`src/rtl/tcap_pkg.sv`:
```
package tcap_pkg;
  typedef enum logic [1:0] {
    MODE_NONE = 2'b00,
    MODE_RISE = 2'b01,
    MODE_FALL = 2'b10,
    MODE_BOTH = 2'b11
  } cap_mode_t;

  typedef enum logic [1:0] {
    SRC_A   = 2'd0,
    SRC_B   = 2'd1,
    SRC_LOW = 2'd2,
    SRC_HI  = 2'd3
  } cap_src_t;

  localparam int CTL_FLAG = 0;
  localparam int CTL_OVR  = 1;
  localparam int CTL_LVL  = 3;
  localparam int CTL_IE   = 4;
  localparam int CTL_SRC  = 12;
  localparam int CTL_MODE = 14;
endpackage

```
`src/rtl/tcap_sync.sv`:
```
module tcap_sync #(
  parameter int W = 2
) (
  input  logic         clk,
  input  logic         rst_n,
  input  logic [W-1:0] d,
  output logic [W-1:0] q
);
  logic [W-1:0] stg1_q, stg2_q;

  always_ff @(posedge clk or negedge rst_n) begin
    if (!rst_n) begin
      stg1_q <= '0;
      stg2_q <= '0;
    end else begin
      stg1_q <= d;
      stg2_q <= stg1_q;
    end
  end

  assign q = stg2_q;
endmodule

```
`src/rtl/tcap_chan.sv`:
```
module tcap_chan
  import tcap_pkg::*;
#(
  parameter int TW = 16
) (
  input  logic          clk,
  input  logic          rst_n,
  input  logic [TW-1:0] timer_val,
  input  logic          src_a,
  input  logic          src_b,
  input  logic          wr_stb,
  input  logic [15:0]   wr_data,
  output logic [15:0]   ctrl_o,
  output logic [TW-1:0] capt_o,
  output logic          irq_o
);
  cap_mode_t     mode_q, mode_d;
  cap_src_t      src_q, src_d;
  logic          ie_q, ie_d;
  logic          flag_q, flag_d;
  logic          ovr_q, ovr_d;
  logic          prev_q;
  logic          lvl, rise, fall, hit;
  logic          clr_flag, clr_ovr;
  logic [TW-1:0] capt_q;

  always_comb begin
    unique case (src_q)
      SRC_A:   lvl = src_a;
      SRC_B:   lvl = src_b;
      SRC_LOW: lvl = 1'b0;
      default: lvl = 1'b1;
    endcase
    rise = lvl & ~prev_q;
    fall = ~lvl & prev_q;
    unique case (mode_q)
      MODE_NONE: hit = 1'b0;
      MODE_RISE: hit = rise;
      MODE_FALL: hit = fall;
      default:   hit = rise | fall;
    endcase
  end

  always_comb begin
    mode_d   = mode_q;
    src_d    = src_q;
    ie_d     = ie_q;
    clr_flag = wr_stb & ~wr_data[CTL_FLAG];
    clr_ovr  = wr_stb & ~wr_data[CTL_OVR];
    if (wr_stb) begin
      mode_d = cap_mode_t'(wr_data[CTL_MODE +: 2]);
      src_d  = cap_src_t'(wr_data[CTL_SRC +: 2]);
      ie_d   = wr_data[CTL_IE];
    end
    flag_d = (flag_q & ~clr_flag) | hit;
    ovr_d  = (ovr_q & ~clr_ovr) | (hit & flag_q);
  end

  always_ff @(posedge clk or negedge rst_n) begin
    if (!rst_n) begin
      mode_q <= MODE_NONE;
      src_q  <= SRC_A;
      ie_q   <= 1'b0;
      flag_q <= 1'b0;
      ovr_q  <= 1'b0;
      prev_q <= 1'b0;
    end else begin
      mode_q <= mode_d;
      src_q  <= src_d;
      ie_q   <= ie_d;
      flag_q <= flag_d;
      ovr_q  <= ovr_d;
      prev_q <= lvl;
    end
  end

  always_ff @(posedge clk or negedge rst_n) begin
    if (!rst_n) begin
      capt_q <= '0;
    end else if (hit) begin
      capt_q <= timer_val;
    end
  end

  always_comb begin
    ctrl_o                = '0;
    ctrl_o[CTL_MODE +: 2] = mode_q;
    ctrl_o[CTL_SRC +: 2]  = src_q;
    ctrl_o[CTL_IE]        = ie_q;
    ctrl_o[CTL_LVL]       = lvl;
    ctrl_o[CTL_OVR]       = ovr_q;
    ctrl_o[CTL_FLAG]      = flag_q;
  end

  assign capt_o = capt_q;
  assign irq_o  = flag_q & ie_q;


  none_hold_chk: assert property (@(posedge clk) disable iff (!rst_n)
    (mode_q == MODE_NONE) |=> $stable(capt_q));


  capt_sets_flag_chk: assert property (@(posedge clk) disable iff (!rst_n)
    !$stable(capt_q) |-> flag_q);


  ovr_cause_chk: assert property (@(posedge clk) disable iff (!rst_n)
    $rose(ovr_q) |-> $past(flag_q));


  ovr_sticky_chk: assert property (@(posedge clk) disable iff (!rst_n)
    (ovr_q && !(wr_stb && !wr_data[CTL_OVR])) |=> ovr_q);


  clear_flag_chk: assert property (@(posedge clk) disable iff (!rst_n)
    (wr_stb && !wr_data[CTL_FLAG] && !flag_q && $stable(prev_q)) |=> !flag_q);
endmodule

```
`src/rtl/tcap_unit.sv`:
```
module tcap_unit
  import tcap_pkg::*;
#(
  parameter int NCH = 3,
  parameter int TW  = 16,
  localparam int CHW = (NCH > 1) ? $clog2(NCH) : 1
) (
  input  logic           clk,
  input  logic           rst_n,
  input  logic [TW-1:0]  timer_val,
  input  logic [NCH-1:0] pin_a,
  input  logic [NCH-1:0] pin_b,
  input  logic           wr_en,
  input  logic [CHW-1:0] wr_chan,
  input  logic [15:0]    wr_data,
  input  logic [CHW-1:0] rd_chan,
  output logic [15:0]    rd_ctrl,
  output logic [TW-1:0]  rd_capt,
  output logic           irq_ch0,
  output logic           irq_shared
);
  logic [NCH-1:0] a_s, b_s, irq_v;
  logic [15:0]    ctrl_v [NCH];
  logic [TW-1:0]  capt_v [NCH];

  tcap_sync #(.W(2*NCH)) u_sync (
    .clk   (clk),
    .rst_n (rst_n),
    .d     ({pin_b, pin_a}),
    .q     ({b_s, a_s})
  );

  for (genvar c = 0; c < NCH; c++) begin : g_ch
    tcap_chan #(.TW(TW)) u_chan (
      .clk       (clk),
      .rst_n     (rst_n),
      .timer_val (timer_val),
      .src_a     (a_s[c]),
      .src_b     (b_s[c]),
      .wr_stb    (wr_en && (wr_chan == CHW'(c))),
      .wr_data   (wr_data),
      .ctrl_o    (ctrl_v[c]),
      .capt_o    (capt_v[c]),
      .irq_o     (irq_v[c])
    );
  end

  always_comb begin
    rd_ctrl = '0;
    rd_capt = '0;
    for (int i = 0; i < NCH; i++) begin
      if (rd_chan == CHW'(i)) begin
        rd_ctrl = ctrl_v[i];
        rd_capt = capt_v[i];
      end
    end
  end

  always_comb begin
    irq_shared = 1'b0;
    for (int i = 1; i < NCH; i++) irq_shared = irq_shared | irq_v[i];
  end

  assign irq_ch0 = irq_v[0];


  reset_quiet_chk: assert property (@(posedge clk)
    !rst_n |=> (!irq_ch0 && !irq_shared) || !rst_n);
endmodule

```
`config.mk`:
```
export PLATFORM = sky130hd
export DESIGN_NAME = tcap_unit
export DESIGN_NICKNAME = d
export VERILOG_FILES = /design/src/rtl/tcap_pkg.sv /design/src/rtl/tcap_sync.sv /design/src/rtl/tcap_chan.sv /design/src/rtl/tcap_unit.sv
export SDC_FILE = /design/constraint.sdc
export NUM_CORES = 1
export LEC_CHECK = 0
export BUFFER_PORTS_ARGS = -buffer_cell sky130_fd_sc_hd__buf_2
export CORE_UTILIZATION = 55
export CTS_CLUSTER_DIAMETER = 80
export DETAILED_ROUTE_END_ITERATION = 12
export PLACE_DENSITY = 0.84
export SLEW_MARGIN = 5
export SYNTH_ARGS = -nofsm -noshare
export SYNTH_HDL_FRONTEND = slang
export SYNTH_SLANG_ARGS = --single-unit
```
`constraint.sdc`:
```
create_clock -name clk -period 4.71 [get_ports clk]
set_input_delay 0.471 -clock clk [delete_from_list [all_inputs] [get_ports clk]]
set_output_delay 0.471 -clock clk [all_outputs]
set_load 0.005 [all_outputs]
```
==> reports/results.txt, run 1 <==
status - finished, final reports clean
global-route wire length before repair - 12.1 mm
post-synthesis simple-gate area fraction - 6.27%
PD cells - 575 nW/um2
critical path arrival - 2.35 ns
pre-CTS WS - 1.88 ns
max cap viols - 0
total power - 0.00258 W
Max FO, Critical Path - 25
ratio of final minimum period to clock period - 59.8%
Residual DRC - 0
Final Hold Fails - 0
Avg Cell Area, Syn - 13.3 um2
Post-CTS Hold Fix Bufs - 0
RSZ-0062 raised after global routing - no
largest family of logic cells by synthesized area - multiplexers
max_slew headroom - 23.6%
Starting Density - 57.2%
initial antenna violation count - 0
GRT Util Overall - 21.7%
worst vdd ir - 0.000256 V
Synth top area share - 53.8%
crit path launch - rd_chan[1]
top-level port count - 79
die height - 86.3 um
Syn-to-layout area delta - 14.7%
Async S/R FF share, synth - 100%
vias in the first global route - 2462
commonest cells in the netlist - dfrtp_1 (84), mux2_2 (39), o21ai_0 (33)
Tmin final - 2.82 ns
share of post-route cells with drive strength above 1 - 42.5%
CORE AREA - 6830 um2
drt wl/cell - 16.3 um
Hold WS - 0.218 ns
Top FF cell, synth - dfrtp_1
Routed WL - 7.42 mm
setup_tns - 0 ns
Detail Placement HPWL - 4.79 mm
warning count from the yosys run - 0
GPL Wtd Cong - 0.739
vias - 2414
CTS tree - yes
Max Fclk - 355 MHz
Crit Reg-Reg Startpoint - g_ch[1].u_chan.src_q[1]
FP Rows - 30
Setup crit end kind - output port
FF+latch area - 2100 um2
clock slew at reported path FFs - 0.08 ns
grt ovf - 0
final worst slack - 1.89 ns
area of the multi-input gates - 1680 um2
Placed Area - 4240 um2
critical path type - input pin to output port
worst hold path class - input pin to flip-flop
ANT cells - 0
Hold Crit Start - pin_a[2]
Sink Count - 84
CTS buffer count - 9
Root Driver - clkbuf_8
synth unique cells - 25
multiplexer share of the synthesized area - 26.6%
post-synthesis compound-gate area fraction - 7.43%
Setup Buffers After CTS - 0
number of synthesized register bits - 84
area leader, netlist - dfrtp_1
Mapped Area - 3910 um2
Startpoint Class - input pin
CP required - 4.24 ns
Post-synth EDFFs - 0
Static Leak - 2.10 nW
# H-tree levels - 3
fillers - 530
Final Max Slew Viols - 0
largest net degree at the start of global routing - 85
Final setup viols - 0
port buffer count - 61
drt pass-1 iters - 4
initial DRC count - 95
cell with the most instances after synthesis - dfrtp_1
CTS Buffer Depth - 2
Slew @ Worst Pin - 1.14 ns
Post-Synth XOR/XNOR Area - 0%
Clock Latency Late Sink - 0.35 ns
adder-cell share of the synthesized area - 1.92%
final net count - 404
cell count after synthesis - 293
CTS resizes - 0
Seq/Total Area, Yosys - 53.8%
Die ar. - 7450 um2
Die X - 86.3 um
ANT nets after route - 0
Via density - 5.32
top post-synthesis cells by area - dfrtp_1 (54%), mux2_2 (11%), mux2_4 (9.2%), mux2i_1 (6.1%), o21ai_0 (4.2%)
Final Skew - 0.00834 ns
fin area - 4480 um2
## sequential cells by signal, summed over array words and instances, names as in the netlist
register and flops:
g_ch.u_chan.ie_q 3, u_sync.q 6, u_sync.stg1_q 6, g_ch.u_chan.ovr_q 3
g_ch.u_chan.mode_q 6, g_ch.u_chan.flag_q 3, g_ch.u_chan.src_q 6, g_ch.u_chan.prev_q 3
g_ch.u_chan.capt_o 48
## where the power goes
| group | switching, W | total (W) | internal (W) |
|---|---|---|---|
| Combinational | 0.000313 | 0.000793 | 0.000479 |
| Sequential | 0.000170 | 0.00116 | 0.000993 |
| Clock | 0.000255 | 0.000624 | 0.000369 |
## path summary, 6_finish.rpt
kind,endpoint,slack [ns],cells after the start
worst max-delay path,rd_ctrl[4],1.89,5
worst min-delay path,u_sync.stg1_q[2],0.22,1
worst max register to register,g_ch[1].u_chan.capt_o[3],2.26,6
worst min register to register,u_sync.q[1],0.35,0
max in group asynchronous,g_ch[0].u_chan.ie_q,3.76,1
min in group asynchronous,g_ch[2].u_chan.capt_o[10],0.28,1
## cells in the final DEF, fill, tap and decap left out, types with 6 or more instances in the layout
master / instances
buf_2: 60
inv_1: 6
clkbuf_8: 10
nand2b_1: 7
conb_1: 8
nand2_1: 27
mux2_4: 24
dfrtp_1: 84
o21ai_0: 33
ha_1: 6
mux2i_1: 24
mux2_2: 39
## per-stage QoR
stage,utilization [%],instances
4_1_cts,65.6,454
3_3_place_gp,62.0,438
5_1_grt,65.6,454
2_1_floorplan,-,300
3_5_place_dp,62.0,438
6_report,65.6,454
## metal layers
metal  share of wire (%)  track usage, %  vias to the layer above
li1                    -               -                     1132
met1                  44            27.5                     1232
met2                  52            36.5                       45
met3                 3.3            5.90                        5
met4                0.80            6.67                        0
met5                   0               0                        -
## critical path, cell delays in order
cell and delay, ns:
buf_2 0.40, nor2b_2 1.01, nand2_1 0.15, o21ai_0 0.15, buf_2 0.16
## final cells by class
class | instances | share of cell area (%)
Inverter | 6 | 0.502
Multi-Input combinational cell | 191 | 37.5
Clock buffer | 11 | 3.15
Clock inverter | 5 | 2.37
Timing Repair Buffer | 61 | 6.87
Tap cell | 96 | 2.68
Sequential cell | 84 | 46.9
## cell families (layout without fill, tap and decap cells)
family,count (synthesis),in the layout
mux,87,87
other cells,1,8
buf+inv,25,83
compound gates,45,45
simple gates,45,45
flops,84,84
fa+ha+maj,6,6
Note: power is estimated with default switching activity, not from simulation.
==> inputs of run 2 (changes only) <==
==> constraint.sdc (replaced) <==
create_clock -name clk -period 2.8 [get_ports clk]
set_input_delay 0.28 -clock clk [delete_from_list [all_inputs] [get_ports clk]]
set_output_delay 0.28 -clock clk [all_outputs]
set_load 0.005 [all_outputs]
==> run 2 against run 1 <==
Against the previous run:
- core utilization is 0.11 points higher
- largest cell class unchanged
- global-route usage rose by 0.44 points
- sequential share of layout area down 0.078 points
- combinational power grew 70%
- count of clock-buffer cells in the layout did not move
- wire length rose by 1.3%
- register-to-register slack worse by 1.8 ns
==> reports/results.txt, run 2 (synthesized netlist as in run 1, its figures left out) <==
die height - 86.3 um (unchanged)
Hold Crit Start - pin_b[1]
Final Hold Fails - 0 (unchanged)
clock slew at reported path FFs - 0.08 ns (about the same)
Startpoint Class - flip-flop
final worst slack - 0.431 ns (-1.46 ns)
Final Skew - 0.00407 ns (-0.00427 ns)
Slew @ Worst Pin - 1.04 ns (-0.101 ns)
Sink Count - 84 (unchanged)
Non-Filler Instances - 458 (+0.88%)
initial antenna violation count - 0 (unchanged)
CP required - 3.03 ns (-1.21 ns)
drt wl/cell - 16.4 um (+0.44%)
grt ovf - 0 (unchanged)
CP max stage delay - 0.61 ns (-0.40 ns)
Via density - 5.33 (+0.28%)
GRT Util Overall - 22.1% (+0.44 points)
port buffer count - 61 (unchanged)
critical path type - flip-flop to flip-flop
vias - 2442 (+1.2%)
FF-to-FF setup slack - 0.43 ns (-1.83 ns)
top-level port count - 79 (unchanged)
Starting Density - 57.2% (unchanged)
Root Driver - clkbuf_8
CP max stage cell - o21ai_4
CTS resizes - 0 (unchanged)
initial DRC count - 110 (+16%)
CTS Buffer Depth - 2 (unchanged)
fillers - 517 (-2.5%)
final net count - 408 (+0.99%)
setup_tns - 0 ns (unchanged)
drt pass-1 iters - 4 (unchanged)
Detail Placement HPWL - 4.88 mm (+1.7%)
Post-CTS Hold Fix Bufs - 0 (unchanged)
Die X - 86.3 um (unchanged)
ratio of final minimum period to clock period - 84.6%
Placed Area - 4270 um2 (+0.71%)
Reg2Reg Depth - 6 (unchanged)
FP Rows - 30 (unchanged)
# H-tree levels - 3 (unchanged)
critical path arrival - 2.60 ns (+0.25 ns)
largest net degree at the start of global routing - 85 (unchanged)
critical path cell sequence - nand2b_1, o21ai_0, ha_1, nand2_1, o21ai_4, mux2_2
Max Fclk - 422 MHz
WHS Endpoint - u_sync.stg1_q[4]
CTS tree - yes
Setup Buffers After CTS - 0 (unchanged)
commonest non-fill, non-tap cells in the layout - dfrtp_1 (84), buf_2 (60), mux2_2 (39)
pre-CTS WS - 0.426 ns (-1.45 ns)
Max FO, Critical Path - 18 (-28%)
RSZ-0062 raised after global routing - no
Final Max Slew Viols - 0 (unchanged)
ANT cells - 0 (unchanged)
worst hold path class - input pin to flip-flop
GPL Wtd Cong - 0.724 (-2.1%)
Util after Layout - 65.7% (+0.11 points)
Static Leak - 2.10 nW (+0.27%)
PD cells - 949 nW/um2 (+65%)
worst vdd ir - 0.000591 V (+130%)
share of post-route cells with drive strength above 1 - 43.1% (+0.64 points)
global-route wire length before repair - 12.4 mm (+2.0%)
Tmin final - 2.37 ns
Final setup viols - 0 (unchanged)
Setup crit end kind - flip-flop
Syn-to-layout area delta - 14.9%
Die ar. - 7450 um2 (unchanged)
CTS buffer count - 9 (unchanged)
CORE AREA - 6830 um2 (unchanged)
Placed Cells - 442 (+0.91%)
RR Endpoint - g_ch[1].u_chan.capt_o[6]
vias in the first global route - 2509 (+1.9%)
ANT nets after route - 0 (unchanged)
commonest non-fill, non-tap cell in the layout - dfrtp_1
Clock Latency Late Sink - 0.35 ns (about the same)
Residual DRC - 0 (unchanged)
Crit Reg-Reg Startpoint - g_ch[1].u_chan.src_q[1]
max cap viols - 0 (unchanged)
hold path cells - 1 (unchanged)
status - finished, final reports clean
max FFs per register - 48 (unchanged)
max_slew headroom - 30.6% (+7.1 points)
fin area - 4490 um2 (+0.17%)
Routed WL - 7.52 mm (+1.3%)
-- run 2: cell types whose count changed in the layout (fill, tap and decap cells not counted) --
cell	delta
clkinvlp_4	+1
buf_4	+4
bufinv_16	-1
-- run 2: how the worst max path moves through the flow --
stage	startpoint	to	slack [ns]
finish	g_ch[1].u_chan.src_q[1]	g_ch[1].u_chan.capt_o[6]	0.43
global route	g_ch[1].u_chan.src_q[1]	g_ch[1].u_chan.capt_o[15]	0.26
CTS	g_ch[1].u_chan.src_q[1]	g_ch[1].u_chan.capt_o[1]	0.42
detailed placement	g_ch[1].u_chan.src_q[1]	g_ch[1].u_chan.capt_o[15]	0.43
global placement	g_ch[1].u_chan.src_q[1]	g_ch[1].u_chan.capt_o[3]	0.46
floorplan	g_ch[0].u_chan.src_q[1]	g_ch[0].u_chan.capt_o[10]	0.69
-- run 2: layout make-up --
type	instances	area (um2)	area share (%)
sequential	84	2100	46.8
multi-input combinational	191	1680	37.5
timing repair buffer	65	338	7.52
clock buffer	11	141	3.15
tap	96	120	2.67
clock inverter	5	83.8	1.87
inverter	6	22.5	0.502
-- run 2: critical path: cells and delay by family, from the launching register on --
kind	cells	cell delay (ns)
compound gates	2	0.99
flops	1	0.41
simple gates	2	0.22
fa+ha+maj	1	0.22
mux	1	0.41
-- run 2: report_power, final --
group	leakage, nW	total (W)	switching (W)	internal, W
combinational	1.02	0.00135	0.000529	0.000816
sequential	0.978	0.00195	0.000280	0.00167
clock	0.106	0.000968	0.000437	0.000530
-- run 2: metal layers --
metal | share of wire [%] | vias to the layer above | GRT usage (%)
li1 | - | 1130 | -
met1 | 45 | 1237 | 28.3
met2 | 50 | 55 | 37.4
met3 | 3.0 | 20 | 3.81
met4 | 2.5 | 0 | 9.24
met5 | 0 | - | 0
-- run 2: stage by stage --
step,hold WS (ns),power [W]
6_report,0.0302,0.00426
5_1_grt,0.0161,0.00451
4_1_cts,0.0179,0.00429
3_5_place_dp,0.338,0.00332
3_3_place_gp,0.333,0.00323
2_1_floorplan,-0.0156,0.00294
